[config.mk]
export PLATFORM = sky130hd
export DESIGN_NAME = cfg_rom_loader
export DESIGN_NICKNAME = d
export VERILOG_FILES = /design/src/rtl/cfg_rom_pkg.sv /design/src/rtl/cfg_rom_dpath.sv /design/src/rtl/cfg_rom_ctrl.sv /design/src/rtl/cfg_rom_loader.sv
export SDC_FILE = /design/constraint.sdc
export NUM_CORES = 1
export LEC_CHECK = 0
export ABC_CLOCK_PERIOD_IN_PS = 2900
export BUFFER_PORTS_ARGS = -buffer_cell sky130_fd_sc_hd__buf_2
export CORE_MARGIN = 2
export CORE_UTILIZATION = 57
export CTS_CLUSTER_DIAMETER = 30
export DETAILED_ROUTE_END_ITERATION = 10
export PLACE_DENSITY = 0.8
export SLEW_MARGIN = 10
export SYNTH_ARGS = -nofsm -noshare
export SYNTH_HDL_FRONTEND = slang
export SYNTH_SLANG_ARGS = --single-unit
[constraint.sdc]
create_clock -name clk -period 2.9 [get_ports clk]
set_clock_uncertainty 0.2 [all_clocks]
set_input_delay 0.145 -clock clk [delete_from_list [all_inputs] [get_ports clk]]
set_output_delay 0.145 -clock clk [all_outputs]
set_load 0.1 [all_outputs]
[src/rtl/cfg_rom_pkg.sv]
package cfg_rom_pkg;

  // Width of the bit-position counter shared by command and data phases.
  localparam int IDX_W = 5;

  typedef enum logic [2:0] {
    ST_IDLE,
    ST_SEL,
    ST_CMD_LO,
    ST_CMD_HI,
    ST_DAT_LO,
    ST_DAT_HI,
    ST_END,
    ST_DONE
  } seqState_t;

  // Strobes from sequencer to datapath.
  typedef struct packed {
    logic             clear;    // start of a new load
    logic             shiftIn;  // sample eeDin into the word register
    logic             commit;   // word complete: accumulate, store, advance
    logic [IDX_W-1:0] bitIdx;   // current command bit position
  } dpStrobe_t;

endpackage

[src/rtl/cfg_rom_dpath.sv]
module cfg_rom_dpath
  import cfg_rom_pkg::*;
#(
  parameter int ADDR_W    = 6,
  parameter int WORD_W    = 16,
  parameter int MAC_WORDS = 3
) (
  input  logic                        clk,
  input  logic                        rstN,
  input  dpStrobe_t                   strobe,
  input  logic                        eeDin,
  output logic                        cmdBit,
  output logic                        allRead,
  output logic [MAC_WORDS*WORD_W-1:0] macOut,
  output logic [WORD_W-1:0]           sumOut
);

  localparam int CMD_W   = ADDR_W + 5;
  localparam int N_WORDS = 1 << ADDR_W;
  localparam logic [ADDR_W-1:0] LAST_ADDR = ADDR_W'(N_WORDS - 1);

  logic [ADDR_W-1:0] addr;
  logic [WORD_W-1:0] wordSh;
  logic [WORD_W-1:0] nextWord;
  logic [CMD_W-1:0]  cmdWord;
  logic [CMD_W-1:0]  cmdShifted;

  // Leading zeros, start marker, read opcode, then the word address.
  assign cmdWord    = {5'b00110, addr};
  assign cmdShifted = cmdWord >> strobe.bitIdx;
  assign cmdBit     = cmdShifted[0];

  // Word as it stands after the current sample.
  assign nextWord = {wordSh[WORD_W-2:0], eeDin};

  always_ff @(posedge clk) begin
    if (!rstN || strobe.clear) begin
      addr    <= '0;
      wordSh  <= '0;
      sumOut  <= '0;
      macOut  <= '0;
      allRead <= 1'b0;
    end else begin
      if (strobe.shiftIn) wordSh <= nextWord;
      if (strobe.commit) begin
        sumOut <= sumOut + nextWord;
        addr   <= addr + 1'b1;
        if (addr == LAST_ADDR) allRead <= 1'b1;
        for (int i = 0; i < MAC_WORDS; i++) begin
          if (addr == ADDR_W'(i)) macOut[i*WORD_W +: WORD_W] <= nextWord;
        end
      end
    end
  end

  AST_SUM_FROZEN: assert property (@(posedge clk) disable iff (!rstN)
    (allRead && !strobe.clear) |=> $stable(sumOut));

endmodule

[src/rtl/cfg_rom_ctrl.sv]
module cfg_rom_ctrl
  import cfg_rom_pkg::*;
#(
  parameter int ADDR_W = 6,
  parameter int WORD_W = 16,
  parameter int DIV_W  = 8
) (
  input  logic             clk,
  input  logic             rstN,
  input  logic             start,
  input  logic [DIV_W-1:0] sclkHalf,
  input  logic             cmdBit,
  input  logic             allRead,
  output dpStrobe_t        strobe,
  output logic             eeCs,
  output logic             eeSclk,
  output logic             eeDout,
  output logic             done
);

  localparam int CMD_W = ADDR_W + 5;
  localparam logic [IDX_W-1:0] CMD_TOP  = IDX_W'(CMD_W - 1);
  localparam logic [IDX_W-1:0] DATA_TOP = IDX_W'(WORD_W - 1);

  seqState_t        state;
  logic [DIV_W-1:0] divCnt;
  logic [DIV_W-1:0] halfLat;
  logic [IDX_W-1:0] bitCnt;
  logic             idle;
  logic             accept;
  logic             tick;
  logic             lastBit;

  assign idle    = (state == ST_IDLE) || (state == ST_DONE);
  assign accept  = start && idle;
  assign tick    = !idle && (divCnt == halfLat - 1'b1);
  assign lastBit = (bitCnt == '0);

  always_comb begin
    strobe.clear   = accept;
    strobe.shiftIn = (state == ST_DAT_HI) && tick;
    strobe.commit  = (state == ST_DAT_HI) && tick && lastBit;
    strobe.bitIdx  = bitCnt;
  end

  // Pin levels decoded straight from the state register.
  assign eeCs   = !idle && (state != ST_END);
  assign eeSclk = (state == ST_CMD_HI) || (state == ST_DAT_HI);
  assign eeDout = ((state == ST_CMD_LO) || (state == ST_CMD_HI)) && cmdBit;
  assign done   = (state == ST_DONE);

  always_ff @(posedge clk) begin
    if (!rstN) begin
      state   <= ST_IDLE;
      divCnt  <= '0;
      halfLat <= DIV_W'(1);
      bitCnt  <= '0;
    end else if (accept) begin
      state   <= ST_SEL;
      divCnt  <= '0;
      halfLat <= (sclkHalf == '0) ? DIV_W'(1) : sclkHalf;
    end else if (tick) begin
      divCnt <= '0;
      unique case (state)
        ST_SEL: begin
          state  <= ST_CMD_LO;
          bitCnt <= CMD_TOP;
        end
        ST_CMD_LO: state <= ST_CMD_HI;
        ST_CMD_HI: begin
          if (lastBit) begin
            state  <= ST_DAT_LO;
            bitCnt <= DATA_TOP;
          end else begin
            state  <= ST_CMD_LO;
            bitCnt <= bitCnt - 1'b1;
          end
        end
        ST_DAT_LO: state <= ST_DAT_HI;
        ST_DAT_HI: begin
          if (lastBit) begin
            state <= ST_END;
          end else begin
            state  <= ST_DAT_LO;
            bitCnt <= bitCnt - 1'b1;
          end
        end
        ST_END:  state <= allRead ? ST_DONE : ST_SEL;
        default: state <= ST_IDLE;
      endcase
    end else if (!idle) begin
      divCnt <= divCnt + 1'b1;
    end
  end

  AST_SCLK_NEEDS_CS: assert property (@(posedge clk) disable iff (!rstN)
    eeSclk |-> eeCs);

  AST_CS_DROP_CLEAN: assert property (@(posedge clk) disable iff (!rstN)
    $fell(eeCs) |-> (!eeSclk && !eeDout));

  AST_DOUT_HELD_HIGH: assert property (@(posedge clk) disable iff (!rstN)
    (eeSclk && $past(eeSclk)) |-> $stable(eeDout));

  AST_DONE_AFTER_ALL: assert property (@(posedge clk) disable iff (!rstN)
    $rose(done) |-> allRead);

  AST_DONE_HOLD: assert property (@(posedge clk) disable iff (!rstN)
    (done && !start) |=> done);

  AST_BUSY_START_IGNORED: assert property (@(posedge clk) disable iff (!rstN)
    (!idle && start && state != ST_END) |=> (state != ST_SEL || $past(state) == ST_SEL));

endmodule

[src/rtl/cfg_rom_loader.sv]
module cfg_rom_loader
  import cfg_rom_pkg::*;
#(
  parameter int ADDR_W    = 6,
  parameter int WORD_W    = 16,
  parameter int MAC_WORDS = 3,
  parameter int DIV_W     = 8
) (
  input  logic                        clk,
  input  logic                        rstN,
  input  logic                        start,
  input  logic [DIV_W-1:0]            sclkHalf,
  output logic                        done,
  output logic [MAC_WORDS*WORD_W-1:0] macAddr,
  output logic [WORD_W-1:0]           wordSum,
  output logic                        eeCs,
  output logic                        eeSclk,
  output logic                        eeDout,
  input  logic                        eeDin
);

  dpStrobe_t strobe;
  logic      cmdBit;
  logic      allRead;

  cfg_rom_ctrl #(
    .ADDR_W(ADDR_W),
    .WORD_W(WORD_W),
    .DIV_W (DIV_W)
  ) ctrl_i (
    .clk     (clk),
    .rstN    (rstN),
    .start   (start),
    .sclkHalf(sclkHalf),
    .cmdBit  (cmdBit),
    .allRead (allRead),
    .strobe  (strobe),
    .eeCs    (eeCs),
    .eeSclk  (eeSclk),
    .eeDout  (eeDout),
    .done    (done)
  );

  cfg_rom_dpath #(
    .ADDR_W   (ADDR_W),
    .WORD_W   (WORD_W),
    .MAC_WORDS(MAC_WORDS)
  ) dpath_i (
    .clk    (clk),
    .rstN   (rstN),
    .strobe (strobe),
    .eeDin  (eeDin),
    .cmdBit (cmdBit),
    .allRead(allRead),
    .macOut (macAddr),
    .sumOut (wordSum)
  );

endmodule

# Yosys cells after proc, flatten, opt, wreduce, memory -nomap -nowiden
# Index checks and enable logic that the tools add are counted.
dict set report word_totals {
  regBits 110
  latch_bits 0
  ramBits 0
  rom_bits 0
  in_bits 12
  output_inout_bits 68
  wordCells 68
  memories 0
}
dict set report classes {
  n_addsub 5
  mul 0
  div 0
  n_lt_le_gt_ge 0
  eq_ne 13
  n_shift 1
  n_mux 10
  n_bitwise 2
  reduce_logical 25
}
# cell count
set op_table {}
lappend op_table {{case mux 3 bit (6 select lines)} 1}
lappend op_table {{adder 16 bit} 1}
lappend op_table {{case mux 5 bit (3 select lines)} 1}
lappend op_table {{equality test 3 bit, second input constant} 4}
lappend op_table {{2-to-1 mux 5 bit} 2}
lappend op_table {{right shift 9 x 5 -> 1 bit} 1}
lappend op_table {{adder 8 x 1 -> 8 bit, second input constant} 1}
lappend op_table {{equality test 8 bit} 1}
lappend op_table {{zero test 8 bit} 1}
lappend op_table {{2-to-1 mux 8 bit} 1}
lappend op_table {{AND reduction 2 bit} 4}
lappend op_table {{subtractor 8 x 1 -> 8 bit, second input constant} 1}
lappend op_table {{adder 6 x 1 -> 6 bit, second input constant} 1}
lappend op_table {{equality test 3 x 2 -> 1 bit, second input constant} 2}
lappend op_table {{equality test 6 x 1 -> 1 bit, second input constant} 1}
lappend op_table {{equality test 6 x 2 -> 1 bit, second input constant} 1}
lappend op_table {{equality test 6 bit, second input constant} 1}
lappend op_table {{logical AND 1 bit} 6}
lappend op_table {{zero test 6 bit} 1}
lappend op_table {{2-to-1 mux 3 bit} 2}
lappend op_table {{zero test 5 bit} 1}
lappend op_table {{subtractor 5 x 1 -> 5 bit, second input constant} 1}
lappend op_table {{logical OR 1 bit} 4}
lappend op_table {{AND reduction 4 bit} 1}
lappend op_table {{other kinds (12)} 15}

# Depth between registers and ports, before layout
# Gate-level depths: netlist of the first run.
dict set report depth {
  word_depth 7
  depth_mapped 12
  ltp_nobuf 10
}

# Cells and area by module
# A second synthesis of the first run with hierarchy kept.
dict set report hier_totals {
  hier_cells 639
  area_unflattened_um2 5345.1
}
# module n_inst cells_per_inst area_each_um2 seq_area_each_um2
set by_module_without_submodules {}
lappend by_module_without_submodules {cfg_rom_dpath 1 458 3882.5 1721.7}
lappend by_module_without_submodules {cfg_rom_ctrl 1 181 1462.7 480.5}

# Least setup slack after synthesis of the first run
# Ideal clock, no wire load.
dict set report synth_timing {
  path_type {flip-flop to output port}
  start {register ctrl_i.bitCnt[0]}
  end {output eeDout}
  arrival_time_ps 2886
  required_ps 2555
  setup_slack_ps -331
  path_stages_with_launch 6
  n_path_buf 0
  path_cell_list {dfxtp_1 -> mux4_2 -> mux2i_1 -> nor2_1 -> a21oi_1 -> nor3_1}
}
dict set report synth_via {
  elab_chain_cells 2
}
# item line
set synth_rtl {}
lappend synth_rtl {{from (decl)} cfg_rom_ctrl.sv:28} ;# logic [IDX_W-1:0] bitCnt;
lappend synth_rtl {{from (signal assigned)} cfg_rom_ctrl.sv:76} ;# bitCnt <= bitCnt - 1'b1;
lappend synth_rtl {{from (signal assigned)} cfg_rom_ctrl.sv:85} ;# bitCnt <= bitCnt - 1'b1;
lappend synth_rtl {{right shift 9 x 5 -> 1 bit} cfg_rom_dpath.sv:30} ;# assign cmdShifted = cmdWord >> strobe.bitIdx;
lappend synth_rtl {{logical AND 1 bit} cfg_rom_ctrl.sv:49} ;# assign eeDout = ((state == ST_CMD_LO) || (state == ST_CMD_HI)) && cmdBit;
lappend synth_rtl {{to (decl)} cfg_rom_loader.sv:18} ;# output logic eeDout,
# No other way between the ends.

# Worst setup path in the final report of the first run
dict set report layout_timing {
  start {register ctrl_i.halfLat[2]}
  end {register dpath_i.sumOut[15]}
}
dict set report layout_via {
  elab_chain_cells 5
}
# item line
set layout_rtl {}
lappend layout_rtl {{from (decl)} cfg_rom_ctrl.sv:27} ;# logic [DIV_W-1:0] halfLat;
lappend layout_rtl {{from (signal assigned)} cfg_rom_ctrl.sv:61} ;# halfLat <= (sclkHalf == '0) ? DIV_W'(1) : sclkHalf;
lappend layout_rtl {{subtractor 8 x 1 -> 8 bit} cfg_rom_ctrl.sv:36} ;# assign tick = !idle && (divCnt == halfLat - 1'b1);
lappend layout_rtl {{equality test 8 bit} cfg_rom_ctrl.sv:36}
lappend layout_rtl {{logical AND 1 bit} cfg_rom_ctrl.sv:36}
lappend layout_rtl {{logical AND 1 bit (2 in a row)} cfg_rom_ctrl.sv:42} ;# strobe.commit = (state == ST_DAT_HI) && tick && lastBit;
lappend layout_rtl {{to (signal assigned)} cfg_rom_dpath.sv:46} ;# sumOut <= sumOut + nextWord;
lappend layout_rtl {{to (decl)} cfg_rom_dpath.sv:15} ;# output logic [WORD_W-1:0] sumOut
# No other way between the ends.
# A chain may end at the register's enable or synchronous reset.

==> impl_results.md, run 1 <==
- Critical path class: reg2reg
- Fmax: ~370 MHz
- Seq/Total Area, Yosys: 0.4175
- Fin Setup TNS: 0 ns
- Antenna violations before repair: 0
- Mapped Cells: 661
- Mux cell area share after synthesis: 0.01210
- Vias: 4984
- Largest family of logic cells by synthesized area: simple AND/OR/NAND/NOR gates
- Dominant cell type by area after synthesis: dfxtp_1
- Total gr overflow: 0
- Lkg Pwr: 2.538 nW
- Critical-path cell list: nor4_4, nand2_1, o31a_1, a211oi_4, buf_12, nand2_4, or4_1, a21oi_1
- Core Rows: 35
- Number of synthesized flops with an enable pin: 0
- RSZ-0062 raised after global routing: no
- Synthesized area: 5275 µm²
- Clock Sinks: 110
- Post-layout minimum cycle time: 2.718 ns
- Final ANT Viol Nets: 0
- Commonest cells in the netlist: nand2_1, dfxtp_1, a21oi_1, nor2_1
- Max-cap violations: 0
- Yosys cell types: 55
- First-pass GRT wire length: 21400 µm
- Worst slew pin tran: 0.8932 ns
- Critical path fanouts, max: 12
- Post-Syn Area per Cell: between 7 and 8 µm²
- Clk Latency, worst-skew pair: 0.38 ns
- CP startpoint kind: flop
- Clock root buffer: clkbuf_8
- Worst VDD drop: 0.2245 mV
- Initial DRC count: between 300 and 400
- Core footprint: around 9100 µm²
- IO Pins: 80
- Area share of fa/ha/maj cells after synthesis: 0.05835
- HP Class: reg2reg
- Inserted Clock Buffers: 9
- Status: finished, final reports clean
- DPL Wire Length: 9145 µm
- Fillcell total: about 730
- Most common cell in the netlist: nand2_1
- PortBufs: 79
- Power, Total: between 2 and 3 mW
- Area delta synth->final: 17.91%
- Worst path required time: between 3 and 4 ns
- H-tree Lvls: 3
- Starting Density: 0.5791
- Worst Path Buf+Inv: 1
- Number of global-route vias before repair: roughly 4500
- Asr flop ratio synth: 0
- Clk buf depth: 2
- Slowest stage cell, crit path: or4_1
- Family with the most delay on the worst path: simple AND/OR/NAND/NOR gates
- Max-slew violations: 0
- Post-synth top area share: 0.4175
- Post-synthesis compound-gate area fraction: 0.1829
- Vias per inst: 5.762
- Most common flop cell mapped by yosys: dfxtp_1
- All-Layer GR Usage: 0.2667
- Wire length per cell: 15.53 µm
- Synth top area cells: dfxtp_1, nand2_1, a21oi_1
- DIE WIDTH: 100.2 µm
- WL final: between 10000 and 15000 µm
- CTS tree: done
- Final period utilization: 0.9371
- Critical Path End Type: flop
- Post-Synth XOR/XNOR Area: 0.05645
- N_diodes: 0
- Syn Nets: 697
- GPL Wtd Cong: roughly 0.92
- Residual DRC: 0
- Multi-input combinational cell area: 2900 µm²
- Largest net degree at the start of global routing: 88
- Clk pin slew, worst setup/hold paths: between 0.1 and 0.15 ns
- Die area: 10040 µm²
- Rel. slew slack: 0.3991
- Synth warn: 0
- First-pass detailed-route iteration total: 5
- P per Cell Area: between 400 and 500 nW/µm²
- Simple-gate share of the synthesized area: 0.2332
- Nets: approximately 790
- Synth Register Bits: 110
- FF/Latch Area: between 2000 and 2500 µm²
- CP max stage delay: 0.52 ns
- Height of the die: 100.2 µm
- Worst EP arrival: ~2.8 ns
- Final hold violation count: 0
- Share of cells above drive strength 1: 0.1844
- Setup violators final: 0
[final timing paths]
check                                  startpoint                              end  slack (ns)  cells after the start
setup / recovery   ctrl_i.halfLat[2]$_SDFFE_PN0P_  dpath_i.sumOut[15]$_SDFFE_PP0P_        0.18                      8
hold / removal    dpath_i.macOut[19]$_SDFFE_PP0P_  dpath_i.macOut[19]$_SDFFE_PP0P_        0.25                      2
setup reg to reg   ctrl_i.halfLat[2]$_SDFFE_PN0P_  dpath_i.sumOut[15]$_SDFFE_PP0P_        0.18                      8
hold reg to reg   dpath_i.macOut[19]$_SDFFE_PP0P_  dpath_i.macOut[19]$_SDFFE_PP0P_        0.25                      2
[repair_timing]
| item | CTS | global route |
|---|---|---|
| buffers inserted | 0 | 1 |
| endpoints found under the hold margin | 18 | 0 |
| resized for setup | 0 | 9 |
| hold buffers | 11 | 0 |
| setup endpoints to repair | 0 | 27 |
[worst min-delay path, cell delays in order (launching register included)]
cell	delay [ns]
dfxtp_1	0.32
nand2_1	0.05
a21oi_1	0.05
[per-stage QoR]
stage	hold WS (ns)	setup slack [ns]	std cells	utilization	instance area (µm²)
2_1_floorplan	0.05362	0.01263	661	-	5286
3_3_place_gp	0.1777	0.2295	836	0.6418	5846
3_5_place_dp	0.1802	0.1111	836	0.6418	5846
4_1_cts	0.2568	0.07270	863	0.6760	6157
5_1_grt	0.2707	0.02659	865	0.6828	6220
6_report	0.2549	0.1824	865	0.6828	6220
[layer usage]
metal | vias to the layer above | track usage | wire (µm)
li1 | 2439 | - | -
met1 | 2362 | 0.3617 | 5916
met5 | - | 0 | 0
met3 | 20 | 0.04875 | 866
met2 | 163 | 0.4295 | 6438
met4 | 0 | 0.09062 | 211
[kinds of logic (layout without fill, tap and decap cells)]
logic type | Yosys count | count (layout)
AO/OA/AOI/OAI | 165 | 165
multiplexers | 5 | 5
buffers and inverters | 49 | 142
adder cells (fa/ha/maj) | 24 | 24
AND/OR/NAND/NOR | 274 | 274
flip-flops | 110 | 110
XOR/XNOR | 34 | 34
[sequential cells by signal, summed over array words and instances, names as in the netlist]
signal,flops
dpath_i.wordSh,15
ctrl_i.divCnt,8
ctrl_i.state,3
dpath_i.allRead,1
ctrl_i.bitCnt,5
ctrl_i.halfLat,8
dpath_i.addr,6
dpath_i.sumOut,16
dpath_i.macOut,48
[report_power, final]
| part | internal [mW] | total [mW] | switching, mW | leakage [nW] |
|---|---|---|---|---|
| sequential | 1.53 | 1.55 | 0.0231 | 0.890 |
| combinational | 0.0983 | 0.246 | 0.148 | 1.55 |
| clock | 0.351 | 0.946 | 0.594 | 0.101 |
[layout make-up]
type | count | share of cell area
Sequential cell | 110 | 0.3553
Clock buffer | 9 | 0.01992
Tap cell | 111 | 0.02233
Timing Repair Buffer | 113 | 0.1159
Inverter | 13 | 0.007845
Clock inverter | 7 | 0.01247
Multi-Input combinational cell | 502 | 0.4663
[cell usage in the layout (no fill, tap or decap), types with 4 or more instances in the layout]
cell type	instances
a21o_1	4
a21oi_1	100
a22o_1	6
and2_1	4
and3_1	9
and4_1	5
buf_2	79
buf_4	20
clkbuf_8	9
dfxtp_1	104
dfxtp_2	6
dlygate4sd3_1	11
ha_1	22
inv_1	13
inv_8	4
nand2_1	167
nand2b_1	7
nand3_1	14
nand4_1	9
nor2_1	29
nor2b_1	4
nor3_1	9
nor4_1	4
o21a_1	6
o21ai_0	20
xnor2_1	15
xor2_1	19
Note: power is estimated with default switching activity, not from simulation.
==> run 2, diff against run 1 <==
--- a/config.mk
+++ b/config.mk
@@ -5,13 +5,14 @@
 export SDC_FILE = /design/constraint.sdc
 export NUM_CORES = 1
 export LEC_CHECK = 0
+export ABC_AREA = 1
 export ABC_CLOCK_PERIOD_IN_PS = 2900
 export BUFFER_PORTS_ARGS = -buffer_cell sky130_fd_sc_hd__buf_2
 export CORE_MARGIN = 2
-export CORE_UTILIZATION = 57
+export CORE_UTILIZATION = 59
 export CTS_CLUSTER_DIAMETER = 30
 export DETAILED_ROUTE_END_ITERATION = 10
-export PLACE_DENSITY = 0.8
+export PLACE_DENSITY = 0.81
 export SLEW_MARGIN = 10
 export SYNTH_ARGS = -nofsm -noshare
 export SYNTH_HDL_FRONTEND = slang
==> run 2 against run 1 <==
Effect of this change: the run now ends with negative setup slack left; die area grew 14%; maximum frequency shrank 7.0%; hold slack lost 0.12 ns; clock-buffer cell count is the same; total power grew 13%; sequential power is essentially flat; final area grew 16%; largest power group unchanged; highest routed layer unchanged.
==> impl_results.md, run 2 <==
- Status: complete, but fails checks
- Failing checks: negative setup slack
- Final Core Density: 0.7016
- All-Layer GR Usage: 0.2772
- Clock root buffer: clkbuf_8
- DIE WIDTH: 107.1 µm
- CP max stage delay: 0.64 ns
- Commonest cells in the netlist: nand2_1, nor2_1, inv_1, dfxtp_1, a21oi_1
- Worst r2r src: ctrl_i.state[1]$_SDFFE_PP0N_
- Final period utilization: 1.007
- Fmax: between 300 and 400 MHz
- Largest regs: dpath_i.macOut: 48 flops, dpath_i.sumOut: 16 flops, dpath_i.wordSh: 15 flops
- Largest family of logic cells by synthesized area: simple AND/OR/NAND/NOR gates
- Clk Latency, worst-skew pair: ~0.40 ns
- Area of placed instances: 6730 µm²
- Most used cell, CP: dlygate4sd3_1
- Comb power frac: 0.155
- CTS tree: done
- Family with the most delay on the worst path: buffers and inverters
- Post-synth top area share: 0.3511
- Rel. slew slack: 0.4803
- Worst Hold End: ctrl_i.state[0]$_SDFFE_PN0P_
- Reg-to-reg endpoint: ctrl_i.halfLat[4]$_SDFFE_PN0P_
- Max-cap violations: 0
- Largest register FFs: 48
- Nets: 1088
- Critical-path cell list: nand3_1, nand2_4, nand2_1, o21ai_0, dlygate4sd3_1, a21oi_1, dlygate4sd3_1
- Final ANT Viol Nets: 0
- Lkg Pwr: 3.965 nW
- Fillcell total: 898
- Antenna violations before repair: 0
- Wire length per cell: 13.35 µm
- Synthesized area: roughly 6300 µm²
- Post-layout minimum cycle time: 2.922 ns
- Mux cell area share after synthesis: 0
- Core footprint: between 10000 and 15000 µm²
- Max-slew violations: 0
- Sw Share: 0.3007
- Asr flop ratio synth: 0
- Die area: 11470 µm²
- Post-synthesis compound-gate area fraction: 0.06304
- DRT met1 WL: 7252 µm
- Setup violators final: 1
- CP startpoint kind: flop
- Top sig layer: met4
- Simple-gate share of the synthesized area: 0.3621
- Synth Register Bits: 110
- First-pass detailed-route iteration total: 7
- Multi-input combinational cell area: 3302 µm²
- Synth top area cells: dfxtp_1, nand2_1, nor2_1
- Commonest cells after routing, fill and taps aside: nand2_1, nor2_1, inv_1, dfxtp_1, buf_2
- Hold Path Cell Cnt: 5
- Reg2reg setup slack: -0.02 ns
- N_diodes: 0
- HP Class: in2reg
- Area share of fa/ha/maj cells after synthesis: 0.04907
- Post-route setup slack: -0.02167 ns
- Most common flop cell mapped by yosys: dfxtp_1
- Yosys cell types: 38
- Post-Syn Area per Cell: 6.561 µm²
- Total gr overflow: 0
- HP Start: start
- Height of the die: 107.1 µm
- Largest net degree at the start of global routing: 42
- Core Rows: 37
- Final hold violation count: 0
- Post-Synth XOR/XNOR Area: 0.04189
- H-tree Lvls: 3
- Vias: between 6000 and 7000
- Critical Path End Type: flop
- WL final: between 15000 and 20000 µm
- Critical path fanouts, max: 8
- GPL Wtd Cong: 0.9164
- Top reg by flops: dpath_i.macOut
- First-pass GRT wire length: about 26000 µm
- Number of global-route vias before repair: 5528
- Number of synthesized flops with an enable pin: 0
- PortBufs: 79
- Clk buf depth: 2
- Worst EP arrival: 3.02 ns
- Final instance area: 7243 µm²
- Inserted Clock Buffers: 9
- Share of cells above drive strength 1: 0.1334
- Area delta synth->final: 15.48%
- Dominant cell type by area after synthesis: dfxtp_1
- Sequential share of power: 0.502
- Worst slew pin tran: 0.7788 ns
- WL met3: approximately 1100 µm
- DPL Wire Length: 10500 µm
- Worst VDD drop: 0.4684 mV
- Vias per inst: 5.142
- Clock power share: 0.343
- Starting Density: 0.6076
- Syn Nets: 992
- Met2 WL: 7144 µm
- Synth warn: 0
- Leading cell type in the layout, fill and taps excluded: nand2_1
- Residual DRC: 0
- Psw: 0.9345 mW
- P per Cell Area: roughly 430 nW/µm²
- IO Pins: 80
- Slowest stage cell, crit path: dlygate4sd3_1
- Initial DRC count: about 460
- Mapped Cells: 956
- Critical path class: reg2reg
- Clk pin slew, worst setup/hold paths: about 0.11 ns
- Clock Sinks: between 100 and 150
- Worst path required time: 3.00 ns
- Worst R2R Path Depth: 7
- Most common cell in the netlist: nand2_1
- Seq/Total Area, Yosys: 0.3511
- Internal power: ~2.2 mW
- FF/Latch Area: between 2000 and 2500 µm²
- Worst Path Buf+Inv: 2
-- run 2: cell count changes after synthesis, sizes merged, moves of 8 or more --
cell    change
clkbuf     -19
inv       +148
and3        -8
a21oi      -54
buf        +15
nand2      +89
nand3      +26
nand4      +30
nor2      +146
-- run 2: final cells by class --
type,count,area share
Timing Repair Buffer,114,0.1011
Sequential cell,110,0.3045
Tap cell,136,0.02349
Inverter,161,0.08343
Multi-Input combinational cell,656,0.4559
Clock inverter,7,0.01451
Clock buffer,9,0.01710
-- run 2: power by group through the flow --
stage	Sequential (mW)	Combinational (mW)	Clock [mW]
after floorplan	1.59	0.337	0
after global placement	1.59	0.407	0
after detailed placement	1.59	0.410	0
after CTS	1.56	0.437	1.08
after global routing	1.56	0.525	1.13
final	1.56	0.481	1.07
-- run 2: how the worst max path moves through the flow --
stage,from,end,slack (ns),cells after the start
3_3_place_gp,ctrl_i.halfLat[0]$_SDFFE_PN1P_,dpath_i.sumOut[11]$_SDFFE_PP0P_,0.33,14
3_5_place_dp,ctrl_i.halfLat[0]$_SDFFE_PN1P_,dpath_i.sumOut[11]$_SDFFE_PP0P_,0.28,14
2_1_floorplan,dpath_i.sumOut[1]$_SDFFE_PP0P_,dpath_i.sumOut[14]$_SDFFE_PP0P_,0.03,8
5_1_grt,ctrl_i.state[1]$_SDFFE_PP0N_,ctrl_i.halfLat[4]$_SDFFE_PN0P_,-0.13,7
6_report,ctrl_i.state[1]$_SDFFE_PP0N_,ctrl_i.halfLat[4]$_SDFFE_PN0P_,-0.02,7
4_1_cts,ctrl_i.halfLat[0]$_SDFFE_PN1P_,dpath_i.sumOut[11]$_SDFFE_PP0P_,0.22,14
-- run 2: through the flow --
stage	hold WS [ns]	power, mW	std cells	setup WS, ns	TNS [ns]
2_1_floorplan	0.07992	1.924	956	0.02531	0
3_3_place_gp	0.1936	1.999	1154	0.3329	0
3_5_place_dp	0.1938	2.002	1154	0.2838	0
4_1_cts	0.07860	3.076	1188	0.2165	0
5_1_grt	0.1845	3.220	1193	-0.1266	-0.1266
6_report	0.1395	3.107	1193	-0.02167	-0.02167
-- run 2: routing by layer --
metal / up-vias / global-route usage
li1: 3138 / -
met1: 2737 / 0.3759
met2: 219 / 0.4304
met3: 41 / 0.06201
met4: 0 / 0.1048
met5: - / 0
-- run 2: timing repair --
item	CTS	global route
hold buffers	18	0
buffers inserted	0	2
hold endpoints to repair	17	0
endpoints found under the setup margin	0	55
gates resized for setup	0	6
-- run 2: kinds of logic (layout without fill, tap and decap cells) --
| family | Yosys count | count (layout) |
|---|---|---|
| flip-flops | 110 | 110 |
| AND/OR/NAND/NOR | 524 | 527 |
| AO/OA/AOI/OAI | 75 | 75 |
| adder cells (fa/ha/maj) | 24 | 24 |
| buffers and inverters | 193 | 291 |
| XOR/XNOR | 30 | 30 |
-- run 2: worst min-delay path, cell delays in order --
cell and delay, ns:
buf_2 0.08, nand2_1 0.12, inv_1 0.18, a21oi_1 0.06, a21oi_1 0.11
==> run 3, diff against run 2 <==
--- a/config.mk
+++ b/config.mk
@@ -8,11 +8,13 @@
 export ABC_AREA = 1
 export ABC_CLOCK_PERIOD_IN_PS = 2900
 export BUFFER_PORTS_ARGS = -buffer_cell sky130_fd_sc_hd__buf_2
+export CELL_PAD_IN_SITES_DETAIL_PLACEMENT = 0
+export CELL_PAD_IN_SITES_GLOBAL_PLACEMENT = 1
 export CORE_MARGIN = 2
-export CORE_UTILIZATION = 59
+export CORE_UTILIZATION = 41
 export CTS_CLUSTER_DIAMETER = 30
 export DETAILED_ROUTE_END_ITERATION = 10
-export PLACE_DENSITY = 0.81
+export PLACE_DENSITY_LB_ADDON = 0.1
 export SLEW_MARGIN = 10
 export SYNTH_ARGS = -nofsm -noshare
 export SYNTH_HDL_FRONTEND = slang
==> run 3 against run 2 <==
Effect of this change: the flow now finishes without violations; combinational power shrank 6.2%; sequential power about the same; non-clock buffer count is 3 lower; global-route usage is 7.5 points lower; largest cell class unchanged; sequential share of layout area is 0.19 points lower; critical endpoint unchanged; die area is 42% higher; worst setup slack better by 0.27 ns; hold slack improved by 0.023 ns.
==> impl_results.md, run 3 (synthesis gave the netlist of run 2 again) <==
- Inserted Clock Buffers: 9
- Residual DRC: 0
- Critical path fanouts, max: 8
- Core Rows: 45
- Number of global-route vias before repair: 5282
- Clock power share: 0.393
- Rel. slew slack: 0.6486
- First-pass GRT wire length: roughly 27000 µm
- Starting Density: 0.4157
- Share of cells above drive strength 1: 0.1284
- Comb power frac: 0.136
- Final instance area: 7279 µm²
- Core footprint: 15090 µm²
- Largest regs: dpath_i.macOut: 48 flops, dpath_i.sumOut: 16 flops, dpath_i.wordSh: 15 flops
- P per Cell Area: 454.0 nW/µm²
- Area of placed instances: 6823 µm²
- Max-cap violations: 0
- Sequential share of power: 0.471
- Multi-input combinational cell area: 3244 µm²
- Largest register FFs: 48
- Fmax: 377.3 MHz
- Worst R2R Path Depth: 7
- PortBufs: 79
- Top reg by flops: dpath_i.macOut
- Nets: 1082
- Max-slew violations: 0
- Internal power: ~2.4 mW
- Postcts setup bufs: 0
- Wire length per cell: 12.82 µm
- Leading cell type in the layout, fill and taps excluded: nand2_1
- All-Layer GR Usage: 0.2025
- Die area: 16300 µm²
- Worst VDD drop: ~0.30 mV
- Height of the die: 127.7 µm
- Clk Latency, worst-skew pair: 0.35 ns
- Sw Share: 0.2884
- CTS tree: done
- H-tree Lvls: 3
- First-pass detailed-route iteration total: 5
- Clk buf depth: 2
- Vias per inst: around 4.7
- Final instance count without filler cells: 1239
- Final period utilization: 0.9140
- Reg-to-reg endpoint: ctrl_i.halfLat[4]$_SDFFE_PN0P_
- Total gr overflow: 0
- Worst slew pin tran: 0.5307 ns
- Fillcell total: 1599
- IO Pins: 80
- Vias: roughly 5800
- FF/Latch Area: 2203 µm²
- Worst EP arrival: 2.70 ns
- Setup violators final: 0
- WL final: 15890 µm
- Final hold violation count: 0
- Final ANT Viol Nets: 0
- Clock root buffer: clkbuf_16
- GPL Wtd Cong: 0.8303
- N_diodes: 0
- Reg2reg setup slack: approximately 0.25 ns
- Commonest cells after routing, fill and taps aside: nand2_1, nor2_1, inv_1, dfxtp_1, buf_2
- Critical Path End Type: flop
- Clk pin slew, worst setup/hold paths: 0.08 ns
- Hold Path Cell Cnt: 5
- Initial DRC count: roughly 380
- Clock Sinks: 110
- Psw: ~0.95 mW
- HP Class: in2reg
- DPL Wire Length: 11480 µm
- Post-layout minimum cycle time: 2.651 ns
- Largest net degree at the start of global routing: between 60 and 70
- Area delta synth->final: 16.06%
- Antenna violations before repair: 0
- HP Start: start
- Inst Count DP: 1208
- RSZ-0062 raised after global routing: yes
- Status: finished, final reports clean
- Worst path required time: 2.95 ns
- CP startpoint kind: flop
- Post-CTS resize count: 0
- Lkg Pwr: between 3 and 4 nW
- Critical path class: reg2reg
- Worst Hold End: ctrl_i.state[0]$_SDFFE_PN0P_
- Worst r2r src: ctrl_i.state[0]$_SDFFE_PN0P_
- DIE WIDTH: 127.7 µm
## run 3: changes by cell type in the layout (fill, tap and decap cells not counted), moves of 3 or more
cell           before  now
clkbuf_8            9    0
clkinvlp_4          3    0
clkinv_4            0    3
clkbuf_16           0    9
dlygate4sd3_1      18   15
## run 3: stage by stage
stage / setup slack [ns] / utilization / hold slack, ns / power, mW / setup TNS [ns]
finish: 0.2493 / 0.4824 / 0.1623 / 3.305 / 0
CTS: 0.2563 / 0.4824 / 0.1466 / 3.355 / 0
global placement: 0.3662 / 0.4522 / 0.1970 / 2.027 / 0
detailed placement: 0.3041 / 0.4522 / 0.1988 / 2.022 / 0
floorplan: 0.02531 / - / 0.07992 / 1.924 / 0
global route: -0.01576 / 0.4824 / 0.2641 / 3.460 / -0.02828
## run 3: repair_timing
action                                 4_1_cts  5_1_grt
setup endpoints to repair                    0        2
hold buffers                                15        0
endpoints found under the hold margin       17        0
## run 3: critical path: stages, from the launching register on
cell and delay (ns):
dfxtp_1 0.45, nand3_1 0.22, nand2_4 0.22, nand2_1 0.14, o21ai_0 0.17, dlygate4sd3_1 0.56, a21oi_1 0.04, dlygate4sd3_1 0.55
## run 3: area by class of cell
type                    count  share of cell area
clock buffers               9             0.03094
clock inverters             7             0.01117
inverters                 161             0.08302
multi-input cells         653              0.4457
flip-flops and latches    110              0.3027
well taps                 188             0.03231
repair buffers            111             0.09419
## run 3: worst max path at each step
stage                                              start                         endpoint  slack [ns]  depth (start not counted)
after global placement    ctrl_i.halfLat[0]$_SDFFE_PN1P_  dpath_i.macOut[28]$_SDFFE_PP0P_        0.37                         14
after detailed placement  ctrl_i.halfLat[0]$_SDFFE_PN1P_  dpath_i.macOut[24]$_SDFFE_PP0P_        0.30                         14
after floorplan           dpath_i.sumOut[1]$_SDFFE_PP0P_  dpath_i.sumOut[14]$_SDFFE_PP0P_        0.03                          8
final                       ctrl_i.state[0]$_SDFFE_PN0P_   ctrl_i.halfLat[4]$_SDFFE_PN0P_        0.25                          7
after CTS                   ctrl_i.state[0]$_SDFFE_PN0P_   ctrl_i.halfLat[4]$_SDFFE_PN0P_        0.26                          7
after global routing      ctrl_i.halfLat[0]$_SDFFE_PN1P_  dpath_i.macOut[23]$_SDFFE_PP0P_       -0.02                         15
## run 3: power groups by stage
stage | registers, mW | logic (mW) | clock network (mW)
final | 1.56 | 0.451 | 1.30
after global placement | 1.59 | 0.435 | 0
after CTS | 1.56 | 0.450 | 1.35
after global routing | 1.56 | 0.504 | 1.40
after detailed placement | 1.59 | 0.430 | 0
after floorplan | 1.59 | 0.337 | 0
## run 3: metal layers
metal  wire length, µm  share of wire  global-route usage
met1              8463           0.53              0.2966
met2              6781           0.43              0.3105
met3               536          0.034             0.04382
met4               104         0.0065             0.03491
met5                 0              0                   0
